$ cat src/rtl/mig_dir_pkg.sv
package mig_dir_pkg;

   typedef enum logic [1:0] {
      K_READ  = 2'd0,
      K_READX = 2'd1,
      K_UPGR  = 2'd2,
      K_STORE = 2'd3
   } req_kind_e;

   typedef enum logic [1:0] {
      G_INV = 2'd0,
      G_SHR = 2'd1,
      G_EXC = 2'd2,
      G_EXM = 2'd3
   } grant_e;

   // directory view of a line; values match grant encoding
   typedef enum logic [1:0] {
      L_NONE = 2'd0,
      L_SHR  = 2'd1,
      L_EXC  = 2'd2,
      L_EXM  = 2'd3
   } line_state_e;

   function automatic int cnt_width(input int limit);
      return (limit < 1) ? 1 : $clog2(limit + 1);
   endfunction

endpackage

$ cat src/rtl/mig_dir_table.sv
module mig_dir_table #(
   parameter int NUM_LINES = 8,
   parameter int ENTRY_W   = 16,
   localparam int LW       = (NUM_LINES < 2) ? 1 : $clog2(NUM_LINES)
) (
   input  logic               clk,
   input  logic               rst,
   input  logic [LW-1:0]      rd_line,
   output logic [ENTRY_W-1:0] rd_entry,
   input  logic               wr_en,
   input  logic [LW-1:0]      wr_line,
   input  logic [ENTRY_W-1:0] wr_entry
);

   logic [ENTRY_W-1:0] store_q [NUM_LINES];

   for (genvar g = 0; g < NUM_LINES; g++) begin : g_line
      always_ff @(posedge clk) begin
         if (rst) begin
            store_q[g] <= '0;
         end else if (wr_en && (wr_line == LW'(g))) begin
            store_q[g] <= wr_entry;
         end
      end
   end

   always_comb begin
      rd_entry = '0;
      for (int i = 0; i < NUM_LINES; i++) begin
         if (rd_line == LW'(i)) rd_entry = store_q[i];
      end
   end

endmodule

$ cat src/rtl/mig_dir_policy.sv
module mig_dir_policy
   import mig_dir_pkg::*;
#(
   parameter int NUM_PROCS     = 4,
   parameter int CONV_THRESH   = 2,
   parameter int REVERT_THRESH = 3,
   parameter int ENTRY_W       = 16,
   localparam int IDW          = (NUM_PROCS < 2) ? 1 : $clog2(NUM_PROCS),
   localparam int CW           = cnt_width(CONV_THRESH),
   localparam int RW           = cnt_width(REVERT_THRESH)
) (
   input  req_kind_e            kind,
   input  logic [IDW-1:0]       id,
   input  logic [ENTRY_W-1:0]   cur_flat,
   output logic [ENTRY_W-1:0]   nxt_flat,
   output grant_e               grant,
   output logic                 converted,
   output logic                 brk,
   output logic                 fwd_v,
   output logic [IDW-1:0]       fwd_id,
   output logic [NUM_PROCS-1:0] inval
);

   typedef struct packed {
      line_state_e          lst;
      logic [IDW-1:0]       owner;
      logic                 owner_v;
      logic [NUM_PROCS-1:0] sh;
      logic [IDW-1:0]       last_rd;
      logic                 last_rd_v;
      logic [CW-1:0]        cnt;
      logic                 flag;
      logic [RW-1:0]        rev;
      logic                 dis;
   } entry_t;

   if ($bits(entry_t) != ENTRY_W) begin : g_bad_width
      $error("mig_dir_policy: ENTRY_W does not match entry layout");
   end

   // variant: a zero revert threshold never locks a line
   logic rev_lock_en;
   if (REVERT_THRESH == 0) begin : g_no_lock
      assign rev_lock_en = 1'b0;
   end else begin : g_lock
      assign rev_lock_en = 1'b1;
   end

   entry_t cur, e, n;
   logic [NUM_PROCS-1:0] self_bit;
   logic [NUM_PROCS-1:0] others;
   logic                 hold_other;
   logic                 handoff;

   assign cur      = entry_t'(cur_flat);
   assign nxt_flat = ENTRY_W'(n);
   assign self_bit = NUM_PROCS'(1) << id;
   assign others   = cur.sh & ~self_bit;
   assign fwd_id   = cur.owner;

   always_comb begin
      hold_other = ((cur.lst == L_EXC) || (cur.lst == L_EXM)) && cur.owner_v && (cur.owner != id);
      brk        = 1'b0;
      e          = cur;
      // break of an unwritten migratory grant by any other requester
      if ((kind != K_STORE) && (cur.lst == L_EXM) && (cur.owner != id)) begin
         brk    = 1'b1;
         e.flag = 1'b0;
         e.cnt  = '0;
         if (cur.rev != RW'(REVERT_THRESH)) e.rev = cur.rev + 1'b1;
         if (rev_lock_en && (({1'b0, cur.rev} + 1'b1) == (RW+1)'(REVERT_THRESH))) e.dis = 1'b1;
      end
   end

   always_comb begin
      n         = e;
      grant     = G_INV;
      converted = 1'b0;
      fwd_v     = 1'b0;
      inval     = '0;
      handoff   = 1'b0;
      unique case (kind)
         K_READ: begin
            fwd_v = hold_other;
            if (e.flag && !e.dis) begin
               grant       = G_EXM;
               converted   = 1'b1;
               inval       = others;
               n.lst       = L_EXM;
               n.owner     = id;
               n.owner_v   = 1'b1;
               n.sh        = self_bit;
               n.last_rd_v = 1'b0;
            end else begin
               grant       = G_SHR;
               n.lst       = L_SHR;
               n.sh        = e.sh | self_bit;
               n.last_rd   = id;
               n.last_rd_v = 1'b1;
            end
         end
         K_READX, K_UPGR: begin
            handoff = e.last_rd_v && (e.last_rd == id) && e.owner_v && (e.owner != id)
                      && !e.dis && !e.flag;
            if (handoff) begin
               if (e.cnt != CW'(CONV_THRESH)) n.cnt = e.cnt + 1'b1;
               if (({1'b0, e.cnt} + 1'b1) >= (CW+1)'(CONV_THRESH)) n.flag = 1'b1;
            end
            grant       = G_EXC;
            fwd_v       = hold_other;
            inval       = others;
            n.lst       = L_EXC;
            n.owner     = id;
            n.owner_v   = 1'b1;
            n.sh        = self_bit;
            n.last_rd_v = 1'b0;
         end
         default: begin
            if (cur.owner_v && (cur.owner == id) && ((cur.lst == L_EXC) || (cur.lst == L_EXM))) begin
               grant = G_EXC;
               n.lst = L_EXC;
            end
         end
      endcase
   end

endmodule

$ cat src/rtl/mig_dir_rsp_reg.sv
module mig_dir_rsp_reg
   import mig_dir_pkg::*;
#(
   parameter int NUM_PROCS = 4,
   parameter int NUM_LINES = 8,
   localparam int IDW      = (NUM_PROCS < 2) ? 1 : $clog2(NUM_PROCS),
   localparam int LW       = (NUM_LINES < 2) ? 1 : $clog2(NUM_LINES)
) (
   input  logic                 clk,
   input  logic                 rst,
   input  logic                 acc,
   input  logic [IDW-1:0]       in_id,
   input  logic [LW-1:0]        in_line,
   input  grant_e               in_grant,
   input  logic                 in_conv,
   input  logic                 in_brk,
   input  logic                 in_fwd_v,
   input  logic [IDW-1:0]       in_fwd_id,
   input  logic [NUM_PROCS-1:0] in_inval,
   output logic                 rsp_valid,
   output logic [IDW-1:0]       rsp_id,
   output logic [LW-1:0]        rsp_line,
   output logic [1:0]           rsp_grant,
   output logic                 rsp_converted,
   output logic                 rsp_revert,
   output logic                 fwd_valid,
   output logic [IDW-1:0]       fwd_id,
   output logic [NUM_PROCS-1:0] inval_mask
);

   always_ff @(posedge clk) begin
      if (rst) begin
         rsp_valid     <= 1'b0;
         rsp_id        <= '0;
         rsp_line      <= '0;
         rsp_grant     <= 2'd0;
         rsp_converted <= 1'b0;
         rsp_revert    <= 1'b0;
         fwd_valid     <= 1'b0;
         fwd_id        <= '0;
         inval_mask    <= '0;
      end else begin
         rsp_valid     <= acc;
         rsp_id        <= in_id;
         rsp_line      <= in_line;
         rsp_grant     <= in_grant;
         rsp_converted <= acc && in_conv;
         rsp_revert    <= acc && in_brk;
         fwd_valid     <= acc && in_fwd_v;
         fwd_id        <= in_fwd_id;
         inval_mask    <= acc ? in_inval : '0;
      end
   end

endmodule

$ cat src/rtl/mig_dir_ctrl.sv
module mig_dir_ctrl
   import mig_dir_pkg::*;
#(
   parameter int NUM_PROCS     = 4,
   parameter int NUM_LINES     = 8,
   parameter int CONV_THRESH   = 2,
   parameter int REVERT_THRESH = 3,
   localparam int IDW          = (NUM_PROCS < 2) ? 1 : $clog2(NUM_PROCS),
   localparam int LW           = (NUM_LINES < 2) ? 1 : $clog2(NUM_LINES)
) (
   input  logic                 clk,
   input  logic                 rst,
   input  logic                 req_valid,
   output logic                 req_ready,
   input  logic [1:0]           req_kind,
   input  logic [IDW-1:0]       req_id,
   input  logic [LW-1:0]        req_line,
   output logic                 rsp_valid,
   output logic [IDW-1:0]       rsp_id,
   output logic [LW-1:0]        rsp_line,
   output logic [1:0]           rsp_grant,
   output logic                 rsp_converted,
   output logic                 rsp_revert,
   output logic                 fwd_valid,
   output logic [IDW-1:0]       fwd_id,
   output logic [NUM_PROCS-1:0] inval_mask
);

   localparam int CW      = cnt_width(CONV_THRESH);
   localparam int RW      = cnt_width(REVERT_THRESH);
   localparam int ENTRY_W = 2 + IDW + 1 + NUM_PROCS + IDW + 1 + CW + 1 + RW + 1;

   if (NUM_PROCS < 2) begin : g_bad_procs
      $error("mig_dir_ctrl: NUM_PROCS must be at least 2");
   end
   if (NUM_LINES < 1) begin : g_bad_lines
      $error("mig_dir_ctrl: NUM_LINES must be at least 1");
   end
   if (CONV_THRESH < 1) begin : g_bad_conv
      $error("mig_dir_ctrl: CONV_THRESH must be at least 1");
   end
   if (REVERT_THRESH < 0) begin : g_bad_rev
      $error("mig_dir_ctrl: REVERT_THRESH must not be negative");
   end

   logic                 acc;
   logic [ENTRY_W-1:0]   cur_entry;
   logic [ENTRY_W-1:0]   nxt_entry;
   grant_e               p_grant;
   logic                 p_conv;
   logic                 p_brk;
   logic                 p_fwd_v;
   logic [IDW-1:0]       p_fwd_id;
   logic [NUM_PROCS-1:0] p_inval;

   assign req_ready = !rst;
   assign acc       = req_valid && req_ready;

   mig_dir_table #(
      .NUM_LINES (NUM_LINES),
      .ENTRY_W   (ENTRY_W)
   ) u_table (
      .clk      (clk),
      .rst      (rst),
      .rd_line  (req_line),
      .rd_entry (cur_entry),
      .wr_en    (acc),
      .wr_line  (req_line),
      .wr_entry (nxt_entry)
   );

   mig_dir_policy #(
      .NUM_PROCS     (NUM_PROCS),
      .CONV_THRESH   (CONV_THRESH),
      .REVERT_THRESH (REVERT_THRESH),
      .ENTRY_W       (ENTRY_W)
   ) u_policy (
      .kind      (req_kind_e'(req_kind)),
      .id        (req_id),
      .cur_flat  (cur_entry),
      .nxt_flat  (nxt_entry),
      .grant     (p_grant),
      .converted (p_conv),
      .brk       (p_brk),
      .fwd_v     (p_fwd_v),
      .fwd_id    (p_fwd_id),
      .inval     (p_inval)
   );

   mig_dir_rsp_reg #(
      .NUM_PROCS (NUM_PROCS),
      .NUM_LINES (NUM_LINES)
   ) u_rsp (
      .clk           (clk),
      .rst           (rst),
      .acc           (acc),
      .in_id         (req_id),
      .in_line       (req_line),
      .in_grant      (p_grant),
      .in_conv       (p_conv),
      .in_brk        (p_brk),
      .in_fwd_v      (p_fwd_v),
      .in_fwd_id     (p_fwd_id),
      .in_inval      (p_inval),
      .rsp_valid     (rsp_valid),
      .rsp_id        (rsp_id),
      .rsp_line      (rsp_line),
      .rsp_grant     (rsp_grant),
      .rsp_converted (rsp_converted),
      .rsp_revert    (rsp_revert),
      .fwd_valid     (fwd_valid),
      .fwd_id        (fwd_id),
      .inval_mask    (inval_mask)
   );

endmodule

$ cat config.mk
export PLATFORM = sky130hd
export DESIGN_NAME = mig_dir_ctrl
export DESIGN_NICKNAME = d
export VERILOG_FILES = /design/src/rtl/mig_dir_pkg.sv /design/src/rtl/mig_dir_table.sv /design/src/rtl/mig_dir_policy.sv /design/src/rtl/mig_dir_rsp_reg.sv /design/src/rtl/mig_dir_ctrl.sv
export SDC_FILE = /design/constraint.sdc
export NUM_CORES = 1
export LEC_CHECK = 0
export BUFFER_PORTS_ARGS = -buffer_cell sky130_fd_sc_hd__buf_2
export CAP_MARGIN = 20
export CORE_MARGIN = 1
export CORE_UTILIZATION = 45
export DETAILED_ROUTE_END_ITERATION = 6
export PLACE_DENSITY = 0.74
export SYNTH_ARGS = -nofsm -noshare
export SYNTH_HDL_FRONTEND = slang
export SYNTH_SLANG_ARGS = --single-unit
export TNS_END_PERCENT = 50
$ cat constraint.sdc
create_clock -name clk -period 2.95 [get_ports clk]
set_input_delay 0.1475 -clock clk [delete_from_list [all_inputs] [get_ports clk]]
set_output_delay 0.1475 -clock clk [all_outputs]
set_load 0.005 [all_outputs]
# Word-level counts from Yosys, hierarchy flattened
# Memories as Yosys holds them, arrays and structs flattened.
# Cells that the tools add are included.
op_classes:
  addsub: 4
  n_lt_le_gt_ge: 1
  n_eq_ne: 18
  n_shift: 1
  muxes: 67
  bitwise: 12
  n_reduce_logical: 33
op_table:
  columns: ["operator", "n"]
  rows:
  - ["$mux W18", 16]
  - ["$mux W1", 33]
  - ["$logic_and A1 B1 Y1", 24]
  - ["$mux W2", 7]
  - ["$pmux W7 S2", 1]
  - ["$eq A3 B3 Y1 const B", 4]
  - ["$eq A3 B2 Y1 const B", 3]
  - ["$mux W3", 3]
  - ["$mux W4", 2]
  - ["$or A1 B1 Y1", 8]
  - ["$pmux W2 S2", 2]
  - ["$pmux W4 S2", 1]
  - ["$add A2 B1 Y3 const B", 2]
  - ["$eq A2 B2 Y1 const B", 3]
  - ["$mux W6", 1]
  - ["$ne A2 B2 Y1 const B", 3]
  - ["$add A2 B1 Y2 const B", 2]
  - ["$and A4 B4 Y4", 1]
  - ["$eq A2 B2 Y1", 2]
  - ["$not A4 Y4", 1]
  - ["$or A4 B4 Y4", 1]
  - ["$reduce_or A2 Y1", 2]
  - ["$shl A1 B2 Y4 const A", 1]
  - ["$eq A3 B1 Y1 const B", 1]
  - ["10 further kinds", 12]
totals:
  register_bits: 17
  ramBits: 144
  input_bits: 10
  out_inout_bits: 18
  wordCells: 146
  mem_count: 1
memory_table:
  columns: ["memory", "depth", "word_bits", "read_ports", "rd_clocked_by_memory_dff", "wr", "line_no", "text"]
  rows:
  - ["u_table.store_q", 8, 18, 8, 0, 8, "mig_dir_table.sv:15", "logic [ENTRY_W-1:0] store_q [NUM_LINES];"]

# Depth between registers and ports, before layout
# Gate-level depths: netlist (run 1).
logic_depth:
  word_depth: 19
  depth_mapped: 14
  ltp_nobuf: 10

# By module
# From an unflattened synthesis (run 1), not the netlist that was laid out.
hier_totals:
  hier_cells: 632
  hier_area_um2: 8186.6
by_module_without_submodules:
  columns: ["mod", "instances", "cells_per_inst", "area_each_um2", "seq_area_each_um2"]
  rows:
  - ["mig_dir_table", 1, 512, 7094.3, 4324.1]
  - ["mig_dir_policy", 1, 83, 588.1, 0.0]
  - ["mig_dir_rsp_reg", 1, 35, 494.2, 340.3]
  - ["mig_dir_ctrl", 1, 2, 10.0, 0.0]

# Worst setup path after synthesis (run 1)
# OpenSTA, ideal clock, no wires.
synth_path:
  kind: "register -> register"
  from: "mem u_table.store_q[1][69] (netlist name)"
  to: "mem u_table.store_q[0][59] (netlist name) (data pin)"
  setup_ns: 0.267
  arrival_ns: 2.526
  t_required_ns: 2.683
  path_slack_ns: 0.157
  path_stages_with_launch: 13
  n_path_buf: 2
  period_less_slack_ns: 2.793
  path_cell_list: "edfxtp_1 -> mux2_2 -> a22oi_1 -> o22ai_1 -> or3_4 -> a21oi_4 -> nor2_1 -> a21o_1 -> buf_2 -> ha_1 -> clkbuf_1 -> nand4_1 -> o31ai_1"
synth_rtl:
  columns: ["item", "line_no"]
  rows:
  - ["from (decl)", "mig_dir_table.sv:15"]

==> flow_summary.ini, run 1 <==
[run_status]
status = finished, final reports clean

[final_layout]
antenna_cells = 0
multi_input_area_mm2 = 0.00268
final_common_cell = nor2_1
syn_to_final_growth_pct = 16.3
drive_gt1_frac = 0.206
nets = 719
final_cells = 938
fillers = 1426
seqCellArea_mm2 = 0.00466
layout_common_cells = nor2_1 (160), edfxtp_1 (144), buf_4 (50)

[floorplanning]
fp.dieW_um = 132
dieArea_mm2 = 0.0175
die_y_um = 132
coreArea_mm2 = 0.0166
initial_core_util = 0.460
io_pins = 28
rows = 47

[timing]
finalCritPeriodShare = 0.955
relSlewSlack = 0.597
rsz0062_at_grt = no
setup_viol = 0
hold_ws_ns = 0.0399
finalClockSkew_ns = 0.00813
tightest_slew_ns = 0.604
post-route-min-period_ns = 2.82
setup_tns_ns = 0
fmax_mhz = 355
hold_viol_final = 0
maxSlewViolCount = 0

[route]
drt_iter0_drc = 680
route.vias.total = 5692
via_per_inst = 6.07
drc = 0
wl_mm = 21.1
wl_per_cell_um = 22.5
drt_pass1_iterations = 5
ant_nets = 0

[logic_synthesis]
synth_edf_count = 144
avgSynthCellArea_um2 = 11.8
yosysWarnings = 0
synth_cell_types = 65
syn_inst = 648
synth.net_count = 662
async_flop_share = 0
ys_ff_latch = 161
synth-main-ff-cell = edfxtp_1
syn-cell-area_mm2 = 0.00762
ys_seq_area_frac = 0.612

[cts]
cts_made_buffers = 17
cts_tree = yes
clk_pin_slew_ns = 0.06
clockRootBuffer = clkbuf_16
htreeDepth = 4
max-clock-path-buffers = 2
ctsHoldBuffers = 0
cts_setup_buffers = 0
cts.sinks = 161
cts_resized = 0
clk_latency_ns = 0.43

[place]
portBuffers = 27
place_congestion = 0.932
hpwlAfterDp_mm = 14.1
dp_cells = 906

[critical_path]
start_kind = flop
setup.worst_path.end_class = flop
required_ns = 3.23
crit_path_max_fanout = 8
crit_type = reg2reg
cp.arrival_ns = 3.10

[global_route]
antenna_found_initial = 0
grt_pass1_wl_mm = 32.0
overflow = 0
grt_max_degree = 34
track_usage = 0.254
grt_pass1_vias = 5647

[run]
cap_violations = 0

[power]
power.total_uw = 5300
ir_drop_mv = 0.448
power_density_mw_per_mm2 = 597
p_leak_uw = 0.00333

[worst_hold_path]
hp-class = in2reg
-- registers in the layout, summed over array words and instances, names as in the netlist, 2 cells and up --
signal            flops
u_rsp.inval_mask      4
u_rsp.rsp_id          2
u_rsp.rsp_grant       2
u_rsp.fwd_id          2
u_table.store_q     144
u_rsp.rsp_line        3
-- final cells by class --
class,count,share of cell area
flip-flops and latches,161,0.526
multi-input cells,422,0.302
repair buffers,84,0.0734
clock buffers,20,0.0492
well taps,220,0.0310
clock inverters,12,0.0106
inverters,19,0.00804
-- through the flow --
stage / worst slack (ns) / cell area, µm² / utilization
CTS: 0.169 / 8870 / 0.535
detailed placement: 0.165 / 8340 / 0.503
floorplan: 0.157 / 7620 / -
global route: 0.0373 / 8870 / 0.535
finish: 0.133 / 8870 / 0.535
global placement: 0.202 / 8340 / 0.503
-- path summary, 6_finish.rpt --
kind	startpoint	to	slack [ns]	cells past startpoint
worst min register to register	u_table.store_q[1][66]$_SDFFCE_PN0P_	u_rsp.inval_mask[3]$_SDFF_PP0_	0.74	3
worst max register to register	u_table.store_q[0][15]$_SDFFCE_PN0P_	u_table.store_q[0][57]$_SDFFCE_PN0P_	0.13	10
worst min-delay path	rst	u_rsp.rsp_id[0]$_SDFF_PP0_	0.04	2
worst max-delay path	u_table.store_q[0][15]$_SDFFCE_PN0P_	u_table.store_q[0][57]$_SDFFCE_PN0P_	0.13	10
-- synthesized netlist by cell type, drive strengths merged, types with 3 or more instances --
library cell	count	area (µm²)
mux4	14	315
and2	3	18.8
nor2b	13	81.3
a21oi	9	56.3
edfxtp	144	4320
o21a	4	30.0
o211ai	9	67.6
inv	18	67.6
clkbuf	26	98.8
nand3b	4	30.0
mux2i	16	160
a22oi	6	60.1
dfxtp	17	340
nor2	162	618
nand3	9	45.0
o31ai	20	150
ha	4	50.1
o21ai	17	88.8
nand2	43	161
mux2	8	90.1
o2bb2ai	3	26.3
a31oi	12	100
nand4	18	113
and3	3	18.8
a21o	6	45.0
a32oi	4	35.0
buf	20	111
o211a	4	40.0
-- critical path, cell delays in order (launching register included) --
cell and delay [ns]:
edfxtp_1 0.37, nor2b_1 0.15, a211oi_1 0.32, nor3_1 0.14
or3_4 0.42, a21oi_4 0.18, nor2_1 0.10, a21o_1 0.17
ha_1 0.20, o32a_1 0.46, nor2_1 0.16
-- kinds of logic after synthesis --
| kind of cell | count (synthesis) | synth area share |
|---|---|---|
| and+or+nand+nor | 263 | 0.151 |
| muxes | 38 | 0.0742 |
| AOI/OAI and AO/OA | 117 | 0.120 |
| DFF | 161 | 0.612 |
| adders and majority gates | 4 | 0.00657 |
| buffers and inverters | 65 | 0.0369 |
-- report_power, final --
| group | switching (µW) | leakage, µW | total (µW) | internal, µW |
|---|---|---|---|---|
| sequential | 26.1 | 0.00163 | 2610 | 2580 |
| combinational | 441 | 0.00144 | 684 | 243 |
| clock | 863 | 0.000256 | 2010 | 1140 |
| total | 1330 | 0.00333 | 5300 | 3970 |
-- metal layers --
metal | up-vias | track usage | routed length, µm
li1 | 2515 | - | -
met1 | 2791 | 0.311 | 8140
met2 | 335 | 0.426 | 10500
met3 | 51 | 0.0557 | 1860
met4 | 0 | 0.121 | 626
met5 | - | 0 | 0
Note: power is estimated with default switching activity, not from simulation.
==> run 2, diff against run 1 <==
CORE_ASPECT_RATIO = 0.5   (was default)
HOLD_SLACK_MARGIN = 0.05   (was default)
==> run 2 against run 1 <==
Clock-buffer cell count down 3. Cell count shrank 0.21%. Highest routed layer unchanged. Non-clock buffer count is 8 lower. Utilization is 0.25 points higher.
==> flow_summary.ini, run 2 (same netlist as run 1, synthesis figures left out) <==
[cts]
max-clock-path-buffers = 2
clockRootBuffer = clkbuf_16
htreeDepth = 4
clk_pin_slew_ns = 0.07
cts_made_buffers = 17
cts.sinks = 161
clk_latency_ns = 0.43
cts_tree = yes
cts_setup_buffers = 0

[place]
postPlaceCellArea_mm2 = 0.00822
place_congestion = 0.953
hpwlAfterDp_mm = 13.1
portBuffers = 27

[timing]
fmax_mhz = 357
finalClockSkew_ns = 0.0117
hold_ws_ns = 0.0665
setup_viol = 0
tightest_slew_ns = 0.663
setup_tns_ns = 0
hold_viol_final = 0
post-route-min-period_ns = 2.80
relSlewSlack = 0.556
rsz0062_at_grt = no
maxSlewViolCount = 0
finalCritPeriodShare = 0.948

[run]
cap_violations = 0

[critical_path]
start_kind = flop
r2r_slack_ns = 0.15
r2r_start = u_table.store_q[1][50]$_SDFFCE_PN0P_
crit_path_max_fanout = 8
cp.arrival_ns = 3.08
r2r_cells = 10
crit_type = reg2reg
required_ns = 3.23
rr_endpoint = u_table.store_q[0][39]$_SDFFCE_PN0P_
setup.worst_path.end_class = flop

[final_layout]
finish.utilization = 0.537
multi_input_area_mm2 = 0.00268
antenna_cells = 0
final_common_cell = nor2_1
top_regs = u_table.store_q x144, u_rsp.inval_mask x4, u_rsp.rsp_line x3
seqCellArea_mm2 = 0.00466
design_area_mm2 = 0.00885
layout_common_cells = nor2_1 (160), edfxtp_1 (144), buf_4 (46)
max_flop_register = u_table.store_q
syn_to_final_growth_pct = 16.1
nets = 711
largest_reg_flops = 144
drive_gt1_frac = 0.206
fillers = 1338

[route]
drt_pass1_iterations = 5
ant_nets = 0
drt_iter0_drc = 772
route.vias.total = 5671
drc = 0
via_per_inst = 6.06
wl_per_cell_um = 22.2
wl_mm = 20.8

[floorplanning]
fp.dieW_um = 186
coreArea_mm2 = 0.0165
dieArea_mm2 = 0.0175
initial_core_util = 0.463
io_pins = 28
die_y_um = 94.0
rows = 33

[worst_hold_path]
whs_path_depth = 3
hold_start = req_line[2]
min_to = u_rsp.rsp_line[2]$_SDFF_PP0_
hp-class = in2reg

[power]
ir_drop_mv = 0.382
p_leak_uw = 0.00332
power_density_mw_per_mm2 = 632

[global_route]
antenna_found_initial = 0
track_usage = 0.252
grt_pass1_wl_mm = 31.3
grt_pass1_vias = 5427
overflow = 0
grt_max_degree = 30

[run_status]
status = finished, final reports clean
-- run 2: per-stage QoR --
stage	setup slack, ns	power (µW)	instances
after floorplan	0.157	3060	648
after global placement	0.151	3270	904
after detailed placement	0.0859	3290	904
after CTS	0.117	5590	936
after global routing	0.00955	5740	936
final	0.153	5590	936
-- run 2: layout make-up --
class,instances,share of cell area
flip-flops and latches,161,0.527
multi-input cells,422,0.303
repair buffers,76,0.0599
clock buffers,17,0.0481
well taps,227,0.0321
clock inverters,14,0.0221
inverters,19,0.00806
-- run 2: critical path, stage by stage, from the launching register on --
cell and delay, ns:
edfxtp_1 0.39, a22o_1 0.27, and2_1 0.17, o31ai_1 0.27, and4bb_2 0.31, a21oi_4 0.18
nor2_1 0.11, a21o_1 0.18, ha_1 0.20, o32a_2 0.45, nor2_1 0.12
-- run 2: power breakdown --
part / total [µW] / switching, µW / internal [µW]
logic: 657 / 434 / 223
registers: 2600 / 25.2 / 2580
clock network: 2330 / 974 / 1360
total: 5590 / 1430 / 4160
-- run 2: what timing repair did --
action                                  CTS  global route
endpoints found under the setup margin    0             3
hold endpoints to repair                  7             0
resized for setup                         0             2
hold buffers                              1             0
-- run 2: worst max path at each step --
stage                     slack [ns]  cells after the start                                 start                              endpoint
after floorplan                 0.16                     12  u_table.store_q[1][69]$_SDFFCE_PN0P_  u_table.store_q[0][59]$_SDFFCE_PN0P_
after global placement          0.15                     10                           req_line[1]  u_table.store_q[0][23]$_SDFFCE_PN0P_
after detailed placement        0.09                     10                           req_line[1]   u_table.store_q[1][5]$_SDFFCE_PN0P_
after CTS                       0.12                     11  u_table.store_q[1][50]$_SDFFCE_PN0P_  u_table.store_q[0][22]$_SDFFCE_PN0P_
after global routing            0.01                     10  u_table.store_q[1][50]$_SDFFCE_PN0P_  u_table.store_q[0][39]$_SDFFCE_PN0P_
final                           0.15                     10  u_table.store_q[1][50]$_SDFFCE_PN0P_  u_table.store_q[0][39]$_SDFFCE_PN0P_
-- run 2: routing by layer --
| layer | global-route usage | routed length [µm] | share of wire | vias up |
|---|---|---|---|---|
| met2 | 0.400 | 9440 | 0.45 | 363 |
| li1 | - | - | - | 2492 |
| met1 | 0.337 | 8280 | 0.40 | 2771 |
| met4 | 0.109 | 597 | 0.029 | 0 |
| met5 | 0 | 0 | 0 | - |
| met3 | 0.0500 | 2460 | 0.12 | 45 |
